### src/rtl/cal_pkg.sv
package cal_pkg;
  localparam logic [7:0] A_CTRL  = 8'h14;
  localparam logic [7:0] A_SEC   = 8'h15;
  localparam logic [7:0] A_MIN   = 8'h16;
  localparam logic [7:0] A_HOUR  = 8'h17;
  localparam logic [7:0] A_DLO   = 8'h18;
  localparam logic [7:0] A_DHI   = 8'h19;
  localparam logic [7:0] A_AMIN  = 8'h1A;
  localparam logic [7:0] A_AHOUR = 8'h1B;
  localparam logic [7:0] A_ADLO  = 8'h1C;
  localparam logic [7:0] A_ADHI  = 8'h1D;

  localparam logic [7:0] SEC_TOP  = 8'h59;
  localparam logic [7:0] MIN_TOP  = 8'h59;
  localparam logic [7:0] HOUR_TOP = 8'h23;

  typedef enum logic [2:0] {F_SEC, F_MIN, F_HOUR, F_DLO, F_DHI, F_NONE} tfield_e;

  // {carry, next} for a two-digit BCD field that wraps after top
  function automatic logic [8:0] bcd_adv(input logic [7:0] v, input logic [7:0] top);
    if (v == top) return 9'h100;
    if (v[3:0] >= 4'd9) return {1'b0, v[7:4] + 4'd1, 4'd0};
    return {1'b0, v[7:4], v[3:0] + 4'd1};
  endfunction
endpackage

### src/rtl/cal_count.sv
module cal_count import cal_pkg::*; #(
  parameter int DAY_BITS = 15
) (
  input  logic                clk,
  input  logic                rst_n,
  input  logic                tick,
  input  logic                run,
  input  logic                wr_en,
  input  tfield_e             wr_sel,
  input  logic [7:0]          wr_data,
  output logic [7:0]          sec_o,
  output logic [7:0]          min_o,
  output logic [7:0]          hour_o,
  output logic [DAY_BITS-1:0] day_o,
  output logic                busy_o,
  output logic                done_o
);
  localparam int NF   = 5;
  localparam int HI_W = DAY_BITS - 8;

  logic [7:0]          sec_q, min_q, hour_q;
  logic [DAY_BITS-1:0] day_q, d_n;
  logic                busy_q, done_q, dv_q;
  tfield_e             dsel_q;
  logic [7:0]          ddat_q;
  logic [8:0]          s_n, m_n, h_n;
  logic [NF-1:0]       fwe;
  logic [7:0]          fdat [NF];

  always_comb begin
    s_n = bcd_adv(sec_q, SEC_TOP);
    m_n = bcd_adv(min_q, MIN_TOP);
    h_n = bcd_adv(hour_q, HOUR_TOP);
    d_n = (day_q == '1) ? '0 : day_q + 1'b1;
  end

  // a live write and a held write may hit different fields in one cycle
  always_comb begin
    for (int i = 0; i < NF; i++) begin
      fwe[i]  = (wr_en && wr_sel == tfield_e'(3'(i))) || (dv_q && dsel_q == tfield_e'(3'(i)));
      fdat[i] = (wr_en && wr_sel == tfield_e'(3'(i))) ? wr_data : ddat_q;
    end
  end

  always_ff @(posedge clk or negedge rst_n) begin
    if (!rst_n) begin
      sec_q <= '0; min_q <= '0; hour_q <= '0; day_q <= '0;
      busy_q <= 1'b0; done_q <= 1'b0; dv_q <= 1'b0;
      dsel_q <= F_NONE; ddat_q <= '0;
    end else begin
      busy_q <= tick & run & ~busy_q;
      done_q <= busy_q;
      if (busy_q) begin
        sec_q <= s_n[7:0];
        if (s_n[8]) min_q <= m_n[7:0];
        if (s_n[8] & m_n[8]) hour_q <= h_n[7:0];
        if (s_n[8] & m_n[8] & h_n[8]) day_q <= d_n;
        dv_q <= wr_en;
        if (wr_en) begin
          dsel_q <= wr_sel;
          ddat_q <= wr_data;
        end
      end else begin
        dv_q <= 1'b0;
        if (fwe[0]) sec_q  <= fdat[0];
        if (fwe[1]) min_q  <= fdat[1];
        if (fwe[2]) hour_q <= fdat[2];
        if (fwe[3]) day_q[7:0] <= fdat[3];
        if (fwe[4]) day_q[DAY_BITS-1:8] <= fdat[4][HI_W-1:0];
      end
    end
  end

  assign sec_o  = sec_q;
  assign min_o  = min_q;
  assign hour_o = hour_q;
  assign day_o  = day_q;
  assign busy_o = busy_q;
  assign done_o = done_q;

  a_r3_busy_one_cycle: assert property (@(posedge clk) disable iff (!rst_n)
    busy_q |=> !busy_q);
  a_r1_sec_wrap: assert property (@(posedge clk) disable iff (!rst_n)
    (busy_q && sec_q == 8'h59) |=> (sec_q == 8'h00));
  a_r5_day_wrap: assert property (@(posedge clk) disable iff (!rst_n)
    (busy_q && sec_q == 8'h59 && min_q == 8'h59 && hour_q == 8'h23 && day_q == '1)
      |=> (day_q == '0));
  a_r4_stopped_holds: assert property (@(posedge clk) disable iff (!rst_n)
    (!busy_q && !run && !wr_en && !dv_q)
      |=> ($stable(sec_q) && $stable(min_q) && $stable(hour_q) && $stable(day_q)));
  a_r7_write_held: assert property (@(posedge clk) disable iff (!rst_n)
    (busy_q && wr_en) |=> dv_q);
endmodule

### src/rtl/cal_alarm.sv
module cal_alarm #(
  parameter int DAY_BITS = 15
) (
  input  logic                clk,
  input  logic                rst_n,
  input  logic                done,
  input  logic [7:0]          cur_min,
  input  logic [7:0]          cur_hour,
  input  logic [DAY_BITS-1:0] cur_day,
  input  logic                men,
  input  logic                hen,
  input  logic                den,
  input  logic                wr_en,
  input  logic [1:0]          wr_sel,
  input  logic [7:0]          wr_data,
  input  logic                flag_clr,
  output logic [7:0]          amin_o,
  output logic [7:0]          ahour_o,
  output logic [DAY_BITS-1:0] aday_o,
  output logic                flag_o
);
  localparam int HI_W = DAY_BITS - 8;

  logic [7:0]          amin_q, ahour_q;
  logic [DAY_BITS-1:0] aday_q;
  logic                flag_q, last_q, match, hit;

  assign match = (men | hen | den)
               & (!men || cur_min  == amin_q)
               & (!hen || cur_hour == ahour_q)
               & (!den || cur_day  == aday_q);
  assign hit = done & match & ~last_q;

  always_ff @(posedge clk or negedge rst_n) begin
    if (!rst_n) begin
      amin_q <= '0; ahour_q <= '0; aday_q <= '0;
      flag_q <= 1'b0; last_q <= 1'b0;
    end else begin
      if (done) last_q <= match;
      flag_q <= hit | (flag_q & ~flag_clr);
      if (wr_en) begin
        case (wr_sel)
          2'd0: amin_q  <= wr_data;
          2'd1: ahour_q <= wr_data;
          2'd2: aday_q[7:0] <= wr_data;
          default: aday_q[DAY_BITS-1:8] <= wr_data[HI_W-1:0];
        endcase
      end
    end
  end

  assign amin_o  = amin_q;
  assign ahour_o = ahour_q;
  assign aday_o  = aday_q;
  assign flag_o  = flag_q;

  a_r9_flag_rises_on_update: assert property (@(posedge clk) disable iff (!rst_n)
    $rose(flag_q) |-> ($past(done) && $past(match)));
  a_r10_clear_wins_without_update: assert property (@(posedge clk) disable iff (!rst_n)
    (flag_clr && !done) |=> !flag_q);
  a_r8_no_enable_no_set: assert property (@(posedge clk) disable iff (!rst_n)
    (!men && !hen && !den && !flag_q) |=> !flag_q);
endmodule

### src/rtl/rtc_calendar.sv
module rtc_calendar import cal_pkg::*; #(
  parameter int DAY_BITS = 15
) (
  input  logic       clk,
  input  logic       rst_n,
  input  logic       sec_tick,
  input  logic       bus_we,
  input  logic [7:0] bus_addr,
  input  logic [7:0] bus_wdata,
  output logic [7:0] bus_rdata,
  output logic       alarm_irq
);
  logic                run_q, ien_q, men_q, hen_q, den_q;
  logic [7:0]          c_sec, c_min, c_hour, a_min, a_hour;
  logic [DAY_BITS-1:0] c_day, a_day;
  logic                busy, done, flag;
  tfield_e             tsel;
  logic                t_we, a_hit, a_we, ctrl_we, flag_clr;
  logic [1:0]          asel;

  always_comb begin
    tsel = F_NONE;
    a_hit = 1'b0;
    asel = 2'd0;
    case (bus_addr)
      A_SEC:   tsel = F_SEC;
      A_MIN:   tsel = F_MIN;
      A_HOUR:  tsel = F_HOUR;
      A_DLO:   tsel = F_DLO;
      A_DHI:   tsel = F_DHI;
      A_AMIN:  begin a_hit = 1'b1; asel = 2'd0; end
      A_AHOUR: begin a_hit = 1'b1; asel = 2'd1; end
      A_ADLO:  begin a_hit = 1'b1; asel = 2'd2; end
      A_ADHI:  begin a_hit = 1'b1; asel = 2'd3; end
      default: ;
    endcase
  end

  assign t_we     = bus_we && (tsel != F_NONE);
  assign a_we     = bus_we && a_hit;
  assign ctrl_we  = bus_we && (bus_addr == A_CTRL);
  assign flag_clr = ctrl_we && bus_wdata[2];

  always_ff @(posedge clk or negedge rst_n) begin
    if (!rst_n) begin
      run_q <= 1'b0; ien_q <= 1'b0; men_q <= 1'b0; hen_q <= 1'b0; den_q <= 1'b0;
    end else if (ctrl_we) begin
      run_q <= bus_wdata[0];
      ien_q <= bus_wdata[1];
      men_q <= bus_wdata[3];
      hen_q <= bus_wdata[4];
      den_q <= bus_wdata[5];
    end
  end

  cal_count #(.DAY_BITS(DAY_BITS)) u_count (
    .clk(clk), .rst_n(rst_n), .tick(sec_tick), .run(run_q),
    .wr_en(t_we), .wr_sel(tsel), .wr_data(bus_wdata),
    .sec_o(c_sec), .min_o(c_min), .hour_o(c_hour), .day_o(c_day),
    .busy_o(busy), .done_o(done)
  );

  cal_alarm #(.DAY_BITS(DAY_BITS)) u_alarm (
    .clk(clk), .rst_n(rst_n), .done(done),
    .cur_min(c_min), .cur_hour(c_hour), .cur_day(c_day),
    .men(men_q), .hen(hen_q), .den(den_q),
    .wr_en(a_we), .wr_sel(asel), .wr_data(bus_wdata), .flag_clr(flag_clr),
    .amin_o(a_min), .ahour_o(a_hour), .aday_o(a_day), .flag_o(flag)
  );

  always_comb begin
    case (bus_addr)
      A_CTRL:  bus_rdata = {busy, 1'b0, den_q, hen_q, men_q, flag, ien_q, run_q};
      A_SEC:   bus_rdata = c_sec;
      A_MIN:   bus_rdata = c_min;
      A_HOUR:  bus_rdata = c_hour;
      A_DLO:   bus_rdata = c_day[7:0];
      A_DHI:   bus_rdata = 8'(c_day >> 8);
      A_AMIN:  bus_rdata = a_min;
      A_AHOUR: bus_rdata = a_hour;
      A_ADLO:  bus_rdata = a_day[7:0];
      A_ADHI:  bus_rdata = 8'(a_day >> 8);
      default: bus_rdata = 8'h00;
    endcase
  end

  assign alarm_irq = flag & ien_q;

  a_r11_irq_needs_flag: assert property (@(posedge clk) disable iff (!rst_n)
    alarm_irq |-> bus_rdata[2] || bus_addr != A_CTRL);
  a_r5_day_hi_top_bit: assert property (@(posedge clk) disable iff (!rst_n)
    (bus_addr == A_DHI) |-> !bus_rdata[7]);
endmodule

### config.mk
export PLATFORM = sky130hd
export DESIGN_NAME = rtc_calendar
export DESIGN_NICKNAME = d
export VERILOG_FILES = /design/src/rtl/cal_pkg.sv /design/src/rtl/cal_count.sv /design/src/rtl/cal_alarm.sv /design/src/rtl/rtc_calendar.sv
export SDC_FILE = /design/constraint.sdc
export NUM_CORES = 1
export LEC_CHECK = 0
export ABC_AREA = 1
export BUFFER_PORTS_ARGS = -buffer_cell sky130_fd_sc_hd__buf_2
export CAP_MARGIN = 10
export CELL_PAD_IN_SITES_DETAIL_PLACEMENT = 1
export CELL_PAD_IN_SITES_GLOBAL_PLACEMENT = 1
export CORE_MARGIN = 2
export CORE_UTILIZATION = 43
export CTS_BUF_LIST = sky130_fd_sc_hd__clkbuf_2
export DETAILED_ROUTE_END_ITERATION = 7
export GPL_TIMING_DRIVEN = 0
export PLACE_DENSITY = 0.77
export SLEW_MARGIN = 25
export SYNTH_ARGS = -nofsm -noshare
export SYNTH_HDL_FRONTEND = slang
export SYNTH_SLANG_ARGS = --single-unit
### constraint.sdc
create_clock -name clk -period 1.65 [get_ports clk]
set_input_delay 0.2475 -clock clk [delete_from_list [all_inputs] [get_ports clk]]
set_output_delay 0.2475 -clock clk [all_outputs]
set_load 0.05 [all_outputs]
# After elaboration in Yosys (flattened, before gate mapping)
# Index checks and enable logic that the tools add are counted.
# op_classes
add_sub_neg	7
order_cmp	3
eq_ne	34
n_mux	44
bitwise_logic	18
n_reduce_logical	47
# op_table
cell	n
9-bit two-way mux	12
8-bit two-way mux	13
8-bit by 5-bit equality test with 1-bit output, second input constant	10
8-bit case mux with 10 select lines	1
15-bit two-way mux	3
4-bit by 1-bit adder with 4-bit output, second input constant	6
2-bit AND reduction	10
8-bit by 7-bit equality test with 1-bit output, second input constant	2
8-bit equality test	2
15-bit by 1-bit adder with 15-bit output, second input constant	1
15-bit equality test	1
15-bit equality test, second input constant	1
3-bit case mux with 5 select lines	1
1-bit logical AND	14
7-bit two-way mux	2
3-bit by 2-bit equality test with 1-bit output, second input constant	4
4-bit >= comparator, second input constant	3
3-bit inequality test, second input constant	4
1-bit bitwise AND	11
1-bit two-way mux	11
2-bit nonzero test	5
8-bit by 6-bit equality test with 1-bit output, second input constant	1
1-bit logical OR	8
3-bit by 1-bit equality test with 1-bit output, second input constant	2
13 further kinds	25
# totals
ff_bits	91
in_bits	20
wordCells	177

# Depth between registers and ports, before layout
# depth
ltp_word	9
depth_mapped	13
depth_no_buf	13

# Cells and area by module
# From an unflattened synthesis, not the netlist that was laid out.
# hier_totals
hier_cells	1073
area_unflattened_um2	7021.7
# modules_own_cells
mod	n_inst	cells_each	area_per_inst_um2	seq_area_each_um2
cal_count	1	581	3966.3	1328.8
cal_alarm	1	260	1808.0	825.8
rtc_calendar	1	232	1247.4	125.1

# Worst setup path after synthesis
# OpenSTA, ideal clock, no wires.
# synth_timing
path_type	input -> output
start	input port bus_addr[6]
end	output port bus_rdata[0]
arrival_time_ns	1.650
required_ns	1.402
slack_ns	-0.247
path_stages	9
path_buffers	2
cell_sequence	inv_1 -> nand2_1 -> nor2_4 -> buf_12 -> nand2_1 -> inv_1 -> buf_2 -> a221oi_1 -> nand3_1
# synth_between
elab_chain_cells	2
elab_cells_between_ends	11
classes_between	eq/ne (10); mux (1)
# synth_rtl
element	line_no	rtl
start, declared	rtc_calendar.sv:8	input logic [7:0] bus_addr,
8-bit by 5-bit equality test with 1-bit output	rtc_calendar.sv:72	case (bus_addr)
8-bit case mux with 10 select lines (*)	rtc_calendar.sv:72	
end, declared	rtc_calendar.sv:10	output logic [7:0] bus_rdata,
# Every way passes the cells marked *; elsewhere a longest branch is shown, timed or not.

# Worst setup path after layout
# layout_timing
start	register u_alarm.aday_q[8] (netlist: u_alarm.aday_o[8])
end	output port bus_rdata[0]
# layout_between
elab_chain_cells	1
# layout_rtl
element	line_no	rtl
start, declared	cal_alarm.sv:25	logic [DAY_BITS-1:0] aday_q;
start signal, assigned by index	cal_alarm.sv:46	default: aday_q[DAY_BITS-1:8] <= wr_data[HI_W-1:0];
8-bit case mux with 10 select lines	rtc_calendar.sv:72	
# No other way between the ends.

==> metrics.md <==
| Metric | Value |
|---|---|
| Detailed-route via count | 7244 |
| Part of the power in registers | 42.9% |
| Number of routed nets with antenna violations | 0 |
| # setup viols final | 47 |
| Clock buffer count from CTS | 9 |
| Final critical path time including I/O delays and setup | 2211 ps |
| Max_slew headroom | 55.83% |
| Setup crit end kind | output pin |
| Clock transition time at the flip-flop clock pins of the worst setup and hold paths | 300 ps |
| Post-synthesis cell count | 870 |
| Net count after synthesis | 906 |
| Sum of internal, switching and leakage power | 6.323 mW |
| Netlist area before placement | 6342 sq um |
| Average size of a mapped cell | 7.290 sq um |
| Placer's final routability congestion estimate | 0.9199 |
| Arr. time, crit path | 1960 ps |
| Worst-case setup margin in the final layout | -561.5 ps |
| Net load switching power | 2.472 mW |
| Synthesis-to-finish area growth | 36.58% |
| Most common cell in the netlist | nand2_1 |
| Number of antenna violations at the first check in global routing | 0 |
| Portion of synthesized cell area occupied by the leading cell type | 35.12% |
| Via count of the first global-routing pass | 7400 |
| Worst flop-to-flop path startpoint | u_count.min_o[5] |
| Dpl hpwl | 19220 microns |
| Maximum level of the CTS H-tree | 3 |
| DIE AREA | 15740 sq um |
| Width of the die | 125.4 microns |
| Distinct cell type count of the synthesized netlist | 43 |
| Number of detailed-routing iterations run before antenna repair | 5 |
| Fraction of the cycle the final worst path needs | 134.0% |
| Largest net degree at the start of global routing | 47 |
| Critical Setup Path Class | register to output pin |
| Number of clock sinks | 91 |
| Status | finished with violations |
| Transition time of the tightest slew-check pin | 661.9 ps |
| Wire length of the first global-routing pass | 42660 microns |
| Area leader, netlist | dfrtp_1 |
| Number of max-cap violations | 0 |
| CTS tree | built |
| GRT Total Usage | 35.44% |
| Insertion delay to the later sink of the worst-skew pair | 670 ps |
| WHS Endpoint | u_count.dsel_q[1] |
| Setup repair after global routing missed its margin | yes |
| Flops & latches, synth | 91 |
| Wire length reported by the detailed router | 29100 microns |
| Proportion of total power due to net switching | 39.09% |
| Core Box Area | 14480 sq um |
| Final-layout fill cell count | 1757 |
| Initial Util | 43.80% |
| Logic depth of the worst register-to-register path | 10 |
| Ratio of cells with drive above 1 in the final layout | 38.74% |
| Critical-path maximum fanout | 3 |
| Post-DR vias/cell | 6.057 |
| Slowest cell on the critical path | dfrtp_2 |
| # diodes | 0 |
| Cells taking the most area after synthesis | dfrtp_1 (35%), nand2_1 (13%), o21ai_0 (7.1%) |
| DRT iter0 DRCs | 644 |
| Stage delay of the slowest cell on the critical path | 510 ps |
| Grt total ovfl | 0 |
| Hold Crit Class | input port to register |
| List of cells traversed by the critical path | nand2_2 -> o21ai_2 -> a221oi_2 -> nand3_2 -> buf_6 |
| Commonest cells post-synth | nand2_1 (212), inv_1 (105), o21ai_0 (90), dfrtp_1 (89), nor2_1 (55) |
| Number of cell rows | 44 |
| Routed wire length per instance | 24.33 microns |
| Number of nets in the finished design | 1043 |
| Pwr dens | 730.0 nW/um^2 |
| Crit start category | register |
| Count of pins over their slew limit | 0 |
| Violated checks | setup timing |
| Final hold violation count | 0 |
| Fin Clk Skew | 45.11 ps |
| Worst Hold Path Cells | 5 |
| Most common flop cell mapped by yosys | dfrtp_1 |
| Fraction of registers with async set/reset | 100.0% |
| Clock root buffer master | clkbuf_2 |
| Die Height | 125.4 microns |
| Start point of the worst min-delay path | bus_addr[4] |
| Highest attainable clock frequency | 452.2 MHz |
| Worst path required time | 1400 ps |
| Number of enable-type register cells in the synthesized netlist | 0 |
| Clock share of power | 22.2% |
| Synth Warn # | 0 |
| Buffer levels on the longest clock path | 2 |
| Static leakage power | 4.140 nW |
| Part of the total power dissipated in combinational logic | 34.9% |
| Fin util | 59.83% |
| Worst setup path start | u_alarm.aday_o[8] |
| Ports | 29 |
| Share of the yosys chip area belonging to registers | 35.94% |
| Terminus of the critical flop-to-flop path | u_count.day_o[9] |
| Number of buffer cells added on primary ports | 28 |
| Worst reg2reg setup slack | -440 ps |
| Worst ir drop on vdd | 766.4 uV |
| Detailed-route DRC error count | 0 |
| Internal Power | 3.852 mW |
-- worst max-delay path, delay by kind of cell (launching register included) --
family	cells	cell delay [ps]
DFF	1	510
buffers and inverters	1	170
AOI/OAI and AO/OA	2	370
and+or+nand+nor	2	250
-- repair_timing --
item                       in CTS  in global routing
pin swaps                      43                 42
hold buffers                    7                  0
gates resized for setup       194                 95
gates cloned                    2                  0
setup endpoints to repair      51                 50
hold endpoints to repair       96                  0
setup buffers                  75                 21
-- layout make-up --
cell class / instances / area (sq um) / area share (%)
Buffer: 24 / 216.5 / 2.499
Clock buffer: 9 / 45.04 / 0.5200
Clock inverter: 7 / 92.59 / 1.069
Inverter: 112 / 471.7 / 5.446
Multi-Input combinational cell: 641 / 4228 / 48.81
Sequential cell: 91 / 2308 / 26.65
Tap cell: 184 / 230.2 / 2.658
Timing Repair Buffer: 128 / 1070 / 12.35
-- sequential cells by signal, indices dropped and copies added, names as in the netlist, 3 cells and up --
name / count
u_count.day_o: 15
u_count.ddat_q: 8
u_alarm.amin_o: 8
u_count.hour_o: 8
u_count.dsel_q: 3
u_alarm.aday_o: 15
u_alarm.ahour_o: 8
u_count.min_o: 8
u_count.sec_o: 8
-- layer usage --
layer | global-route usage [%] | vias up | part of all wire, %
met3 | 6.975 | 107 | 8.6
met4 | 15.49 | 0 | 4.9
met1 | 46.89 | 3575 | 40
met5 | 0 | - | 0
li1 | - | 3179 | -
met2 | 56.50 | 383 | 47
-- cell usage in the layout (no fill, tap or decap), types with 8 or more instances in the layout --
master	instances
a31oi_1	11
inv_4	10
nand2_1	179
nand2_4	19
xnor2_1	17
inv_1	67
dfrtp_2	23
dfrtp_1	66
inv_2	31
nor2_2	15
nand2_2	31
nand3_1	44
buf_6	28
nor2_1	37
clkbuf_2	9
nand4_1	25
o21ai_2	24
buf_4	75
xor2_1	19
buf_2	25
a21oi_1	30
a21oi_2	8
nor2_4	10
o21ai_0	73
nand3_2	9
ha_1	8
-- kinds of logic after synthesis --
family / share of synthesized area, %
AO/OA/AOI/OAI: 18.35
XOR/XNOR: 4.971
adder cells (fa/ha/maj): 3.156
buffers and inverters: 8.917
flip-flops: 35.94
AND/OR/NAND/NOR: 28.66
-- power groups by stage --
| stage | Sequential [mW] | Combinational, mW | Clock (mW) |
|---|---|---|---|
| after floorplan | 2.67 | 0.836 | 0 |
| after global placement | 2.78 | 1.15 | 0 |
| after detailed placement | 2.79 | 1.23 | 0 |
| after CTS | 2.68 | 1.93 | 1.38 |
| after global routing | 2.73 | 2.37 | 1.48 |
| final | 2.71 | 2.21 | 1.40 |
-- how the worst max path moves through the flow --
stage	endpoint	slack, ps
6_report	bus_rdata[0]	-560
5_1_grt	bus_rdata[0]	-590
4_1_cts	bus_rdata[0]	-500
3_5_place_dp	u_count.day_o[6]	-690
3_3_place_gp	u_count.day_o[2]	-670
2_1_floorplan	bus_rdata[1]	-220
-- through the flow --
| stage | instance area, sq um | hold slack (ps) | setup TNS (ps) | setup WS [ps] | instances |
|---|---|---|---|---|---|
| global route | 8662 | 43.97 | -15470 | -590.7 | 1196 |
| finish | 8662 | 13.16 | -13190 | -561.5 | 1196 |
| floorplan | 6447 | -48.09 | -597.9 | -219.3 | 870 |
| global placement | 6818 | 458.4 | -85940 | -674.2 | 1082 |
| CTS | 8189 | 8.415 | -9196 | -498.4 | 1179 |
| detailed placement | 6852 | 207.2 | -39180 | -691.1 | 1083 |
Power figures use the tool's default switching activity.
